`src/rtl/trim_pkg.sv`:
```
package trim_pkg;
    typedef enum logic [2:0] {
        ST_OFF   = 3'd0,
        ST_REARM = 3'd1,
        ST_IDLE  = 3'd2,
        ST_UP    = 3'd3,
        ST_DN    = 3'd4
    } trim_state_e;
endpackage

```
`src/rtl/trim_sync.sv`:
```
module trim_sync #(
    parameter int W      = 2,
    parameter int STAGES = 2
) (
    input  logic         clk,
    input  logic         rst_n,
    input  logic [W-1:0] d,
    output logic [W-1:0] q
);
    logic [W-1:0] chain [STAGES];

    genvar g;
    generate
        for (g = 0; g < STAGES; g++) begin : g_stage
            always_ff @(posedge clk or negedge rst_n) begin
                if (!rst_n) begin
                    chain[g] <= '0;
                end else if (g == 0) begin
                    chain[g] <= d;
                end else begin
                    chain[g] <= chain[(g == 0) ? 0 : g-1];
                end
            end
        end
    endgenerate

    assign q = chain[STAGES-1];
endmodule

```
`src/rtl/trim_pulse_fsm.sv`:
```
module trim_pulse_fsm
    import trim_pkg::*;
#(
    parameter int MIN_CYCLES = 8
) (
    input  logic clk,
    input  logic rst_n,
    input  logic en,
    input  logic hi_s,
    input  logic lo_s,
    output logic step_up,
    output logic step_dn
);
    localparam int CW = $clog2(MIN_CYCLES + 1);
    localparam logic [CW-1:0] WMAX = CW'(MIN_CYCLES);

    trim_state_e state_q, state_d;
    logic [CW-1:0] width_q, width_d;
    logic          armed_q, armed_d;
    logic          at_mid, only_hi, only_lo, qual;

    assign at_mid  = !hi_s && !lo_s;
    assign only_hi = hi_s && !lo_s;
    assign only_lo = lo_s && !hi_s;
    assign qual    = (width_q >= WMAX);

    // state register
    always_ff @(posedge clk or negedge rst_n) begin
        if (!rst_n) begin
            state_q <= ST_OFF;
            width_q <= '0;
            armed_q <= 1'b1;
        end else begin
            state_q <= state_d;
            width_q <= width_d;
            armed_q <= armed_d;
        end
    end

    // next-state logic
    always_comb begin
        state_d = state_q;
        width_d = '0;
        unique case (state_q)
            ST_OFF: begin
                if (en) state_d = ST_REARM;
            end
            ST_REARM: begin
                if (!en)         state_d = ST_OFF;
                else if (at_mid) state_d = ST_IDLE;
            end
            ST_IDLE: begin
                if (!en) begin
                    state_d = ST_OFF;
                end else if (only_hi) begin
                    state_d = ST_UP;
                    width_d = CW'(1);
                end else if (only_lo) begin
                    state_d = ST_DN;
                    width_d = CW'(1);
                end else if (hi_s && lo_s) begin
                    state_d = ST_REARM;
                end
            end
            ST_UP, ST_DN: begin
                if (!en) begin
                    state_d = ST_OFF;
                end else if ((state_q == ST_UP && only_hi) ||
                             (state_q == ST_DN && only_lo)) begin
                    width_d = (width_q == WMAX) ? WMAX : width_q + CW'(1);
                end else if (at_mid) begin
                    state_d = ST_IDLE;
                end else begin
                    state_d = ST_REARM;
                end
            end
            default: state_d = ST_OFF;
        endcase
    end

    // outputs
    always_comb begin
        step_up = 1'b0;
        step_dn = 1'b0;
        armed_d = armed_q;
        if (en && at_mid && qual && (state_q == ST_UP || state_q == ST_DN)) begin
            if (armed_q) begin
                armed_d = 1'b0;
            end else begin
                step_up = (state_q == ST_UP);
                step_dn = (state_q == ST_DN);
            end
        end
    end

    AST_OFF_QUIET: assert property (@(posedge clk) disable iff (!rst_n)
        !en |-> (!step_up && !step_dn));
    AST_BOTH_QUIET: assert property (@(posedge clk) disable iff (!rst_n)
        (hi_s && lo_s) |-> (!step_up && !step_dn));
    AST_ONE_DIR: assert property (@(posedge clk) disable iff (!rst_n)
        !(step_up && step_dn));
    AST_MID_QUIET: assert property (@(posedge clk) disable iff (!rst_n)
        (state_q == ST_IDLE) |-> (!step_up && !step_dn));
endmodule

```
`src/rtl/trim_counter.sv`:
```
module trim_counter #(
    parameter int WIDTH      = 7,
    parameter int RESET_CODE = 64
) (
    input  logic             clk,
    input  logic             rst_n,
    input  logic             up,
    input  logic             dn,
    input  logic             load_en,
    input  logic [WIDTH-1:0] load_val,
    output logic [WIDTH-1:0] code
);
    localparam logic [WIDTH-1:0] MAXC = {WIDTH{1'b1}};
    localparam logic [WIDTH-1:0] MINC = '0;

    logic [WIDTH-1:0] code_q;

    always_ff @(posedge clk or negedge rst_n) begin
        if (!rst_n) begin
            code_q <= WIDTH'(RESET_CODE);
        end else if (load_en) begin
            code_q <= load_val;
        end else if (up && code_q != MAXC) begin
            code_q <= code_q + WIDTH'(1);
        end else if (dn && code_q != MINC) begin
            code_q <= code_q - WIDTH'(1);
        end
    end

    assign code = code_q;

    AST_NO_OVERFLOW: assert property (@(posedge clk) disable iff (!rst_n)
        (!load_en && up && code_q == MAXC) |=> (code_q == MAXC));
    AST_NO_UNDERFLOW: assert property (@(posedge clk) disable iff (!rst_n)
        (!load_en && dn && code_q == MINC) |=> (code_q == MINC));
    AST_UNIT_STEP: assert property (@(posedge clk) disable iff (!rst_n)
        !load_en |=> ((code_q == $past(code_q)) ||
                      (code_q == $past(code_q) + WIDTH'(1)) ||
                      (code_q == $past(code_q) - WIDTH'(1))));
    AST_LOAD_WINS: assert property (@(posedge clk) disable iff (!rst_n)
        load_en |=> (code_q == $past(load_val)));
endmodule

```
`src/rtl/trim_ctl.sv`:
```
module trim_ctl #(
    parameter int CLK_KHZ    = 250000,
    parameter int REJECT_US  = 20,
    parameter int CODE_W     = 7,
    parameter int RESET_CODE = 64
) (
    input  logic              clk,
    input  logic              rst_n,
    input  logic              en,
    input  logic              cmp_hi,
    input  logic              cmp_lo,
    input  logic              load_en,
    input  logic [CODE_W-1:0] load_code,
    output logic [CODE_W-1:0] trim_code
);
    localparam int MIN_CYCLES = (CLK_KHZ * REJECT_US) / 1000;

    logic [1:0] cmp_s;
    logic       step_up, step_dn;

    trim_sync #(.W(2), .STAGES(2)) u_sync (
        .clk   (clk),
        .rst_n (rst_n),
        .d     ({cmp_hi, cmp_lo}),
        .q     (cmp_s)
    );

    trim_pulse_fsm #(.MIN_CYCLES(MIN_CYCLES)) u_fsm (
        .clk     (clk),
        .rst_n   (rst_n),
        .en      (en),
        .hi_s    (cmp_s[1]),
        .lo_s    (cmp_s[0]),
        .step_up (step_up),
        .step_dn (step_dn)
    );

    trim_counter #(.WIDTH(CODE_W), .RESET_CODE(RESET_CODE)) u_cnt (
        .clk      (clk),
        .rst_n    (rst_n),
        .up       (step_up),
        .dn       (step_dn),
        .load_en  (load_en),
        .load_val (load_code),
        .code     (trim_code)
    );
endmodule

```
`config.mk`:
```
export PLATFORM = sky130hd
export DESIGN_NAME = trim_ctl
export DESIGN_NICKNAME = d
export VERILOG_FILES = /design/src/rtl/trim_pkg.sv /design/src/rtl/trim_sync.sv /design/src/rtl/trim_pulse_fsm.sv /design/src/rtl/trim_counter.sv /design/src/rtl/trim_ctl.sv
export SDC_FILE = /design/constraint.sdc
export NUM_CORES = 1
export LEC_CHECK = 0
export ABC_AREA = 0
export ABC_CLOCK_PERIOD_IN_PS = 3800
export BUFFER_PORTS_ARGS = -buffer_cell sky130_fd_sc_hd__buf_2
export CORE_UTILIZATION = 45
export CTS_BUF_LIST = sky130_fd_sc_hd__clkbuf_4 sky130_fd_sc_hd__clkbuf_8
export DETAILED_ROUTE_END_ITERATION = 16
export PLACE_DENSITY = 0.67
export SLEW_MARGIN = 20
export SYNTH_ARGS = -nofsm -noshare
export SYNTH_HDL_FRONTEND = slang
export SYNTH_SLANG_ARGS = --single-unit
```
`constraint.sdc`:
```
create_clock -name clk -period 3.8 [get_ports clk]
set_clock_uncertainty 0.1 [all_clocks]
set_input_delay 0.19 -clock clk [delete_from_list [all_inputs] [get_ports clk]]
set_output_delay 0.19 -clock clk [all_outputs]
set_load 0.02 [all_outputs]
```
==> metrics.txt <==
WS Path Type flop to flop; Synth top area share 0.371; Pint 0.000494 W; clock sinks 28; GRT overflow 0; final critical-path share of the clock period 0.849; number of synthesized flops with an enable pin 0; post-synth cell types 46; hold_sp load_code[3]; initial antenna violation count 0; Critical path origin u_fsm.state_q[0]; largest net degree at the start of global routing 29; all-layer global routing usage 0.205; DP HPWL 2.67 mm; die height 64.4 um; fillcell total 352; final worst slack 0.574 ns; #FFs+latches synth 28; Synth Area in Compound Gates 0.141; Vias 1440; status finished, final reports clean; Slew Limit Fails 0; syn_area_per_cell 9.38 um^2; DR DRC count 0; Routed wire per std cell 14.2 um; clock root cell clkbuf_8; Ant. Diodes 0; Arr. time, crit path 3.35 ns; post-route ant nets 0; async set or reset register ratio after synthesis 1.00; RSZ-0062 raised after global routing false; hold path endpoint u_cnt.code[3]; pwr dens 372 nW/um^2; Slowest-stage cell, CP dfrtp_1; Layout Nets 237; Post-Synth Adder-Cell Area 0.0970; worst endpoint required time 3.92 ns; largest incremental delay on the critical path 0.52 ns; Final min period 3.23 ns; port bufs 19; syn_nets 213; Post-Synth Simple-Gate Area 0.210; Core Footprint 3690 um^2; Num CTS Buffers 3; DR pass1 iterations 5; RR Startpoint u_fsm.state_q[0]; Slew headroom 0.579; max-cap violations 0; layout cells sized above 1 0.143; DRT iter0 DRCs 76; postcts setup bufs 0; CTS clock-pin slew for the worst setup and hold paths 0.10 ns; clock share of power 0.262; clk buf depth 2; R2R setup slack 0.57 ns; Post-Route WL 3.67 mm; die extent in x 64.4 um; Worst-Margin Slew 0.632 ns; setup tns final 0 ns; Pleak 0.884 nW; Starting Density 0.476; via/cell ratio 5.58; gpl congestion 0.871; count leader, synth dfrtp_1; Fmax 0.310 GHz; clk_lat worst skew 0.29 ns; worst path cell trace nor3b_2 > o221ai_1 > or3_1 > ha_1 > o21ai_0 > nor2_1 > or4b_1 > a41o_1 > a21oi_1; Comb pwr share 0.247; row cnt 22; fraction of synthesized cell area in xor and xnor cells 0.0749; Mapped Area 1750 um^2; Worst Hold Path Cells 3; area leader, netlist dfrtp_1; Synth area leaders dfrtp_1 (37%), ha_1 (8.6%), nor2_1 (4.9%); Synth top cells by count dfrtp_1 (26), nor2_1 (23), nand2_1 (18), ha_1 (12), inv_1 (11); first-pass GRT wire length 6.58 mm; Final Hold Viols 0; Reg-to-Reg End u_cnt.code[5]; HP Class input port to flop; Seq/Total Area, Yosys 0.401; Final setup violation count 0; H-tree depth 1; Critical Path Start Type flop; largest family of logic cells by synthesized area simple AND/OR/NAND/NOR gates; depth of the most critical reg-to-reg path 9; I/O pin count 20; Sw Ratio 0.326; Mapped Cells 187; sequential share of power 0.490; Setup crit end kind flop; CTS tree done; vias in the first global route 1449; Die Area 4150 um^2; Top FF cell, synth dfrtp_1; Syn-to-layout area delta 12.4%; dpl ws 0.648 ns; worst-path fanout max 12; Switching Power 0.000239 W; Synth Warn # 0; VDD IR-drop max 156 uV; mux contribution to synthesized area 0.0399
==> worst max-delay path, delay by kind of cell, from the launching register on <==
| kind | cells | cell delay, ns |
|---|---|---|
| AOI/OAI and AO/OA | 4 | 0.70 |
| and+or+nand+nor | 4 | 1.44 |
| DFF | 1 | 0.52 |
| adders and majority gates | 1 | 0.40 |
==> worst max path at each step <==
| stage | end |
|---|---|
| after floorplan | u_cnt.code[5] |
| after global routing | u_cnt.code[5] |
| after detailed placement | u_cnt.code[5] |
| after CTS | u_cnt.code[5] |
| after global placement | u_cnt.code[5] |
| final | u_cnt.code[5] |
==> cell families (layout without fill, tap and decap cells) <==
logic type	after synthesis	after routing
and+or+nand+nor	72	72
AOI/OAI and AO/OA	38	38
DFF	28	28
xor gates and xnor gates	15	15
buffers and inverters	14	37
adders and majority gates	13	13
muxes	7	7
==> stage by stage <==
step	std cells	hold slack [ns]	utilization	cell area, um^2	total power [W]
2_1_floorplan	187	-0.206	-	1750	0.000495
3_3_place_gp	251	0.134	0.512	1890	0.000530
3_5_place_dp	251	0.160	0.512	1890	0.000542
4_1_cts	258	0.0176	0.535	1970	0.000735
5_1_grt	258	0.0298	0.535	1970	0.000776
6_report	258	0.0158	0.535	1970	0.000733
==> state kept, by name (all words and copies together) (netlist names) <==
name,count
u_sync.chain,2
u_sync.q,2
u_cnt.code,7
u_fsm.state_q,3
u_fsm.armed_q,1
u_fsm.width_q,13
==> metal layers <==
layer  wire length [um]  GRT usage  up-vias
met5                  0          0        -
met4                 89     0.0944        0
met3                127     0.0282       11
met2               1760      0.342       40
met1               1700      0.261      687
li1                   -          -      702
==> power groups by stage <==
stage / Combinational [W] / Clock (W) / Sequential, W
after floorplan: 0.000141 / 0 / 0.000355
after global placement: 0.000170 / 0 / 0.000360
after detailed placement: 0.000177 / 0 / 0.000364
after CTS: 0.000181 / 0.000195 / 0.000359
after global routing: 0.000206 / 0.000206 / 0.000364
final: 0.000181 / 0.000192 / 0.000359
==> layout by cell type (no fill, tap or decap), types with 2 or more instances in the layout <==
cell           instances
a211oi_1               3
a21o_1                 2
a21oi_1                6
a32oi_1                2
and3_1                 4
buf_2                 19
clkbuf_8               4
dfrtp_1               26
dfstp_2                2
dlygate4sd3_1          3
ha_1                  12
inv_1                 11
mux2i_1                7
nand2_1               18
nand3_1                4
nand3b_1               2
nand4_1                2
nor2_1                23
nor2b_1                2
nor3_1                 4
o211ai_1               2
o21ai_0                6
o21ai_1                7
o31ai_1                2
or3_1                  2
or4_1                  2
xnor2_1                7
xor2_1                 8
==> what timing repair did <==
action,in CTS,in global routing
gates resized for setup,0,0
hold buffers,3,0
endpoints found under the hold margin,28,0
endpoints found under the setup margin,0,0
==> final cells by class <==
type	count	area, um^2	area share
repair buffers	22	125	0.0635
multi-input cells	145	987	0.501
clock buffers	4	55.1	0.0279
inverters	11	41.3	0.0209
flip-flops and latches	28	703	0.357
well taps	48	60.1	0.0305
Note: power is estimated with default switching activity, not from simulation.
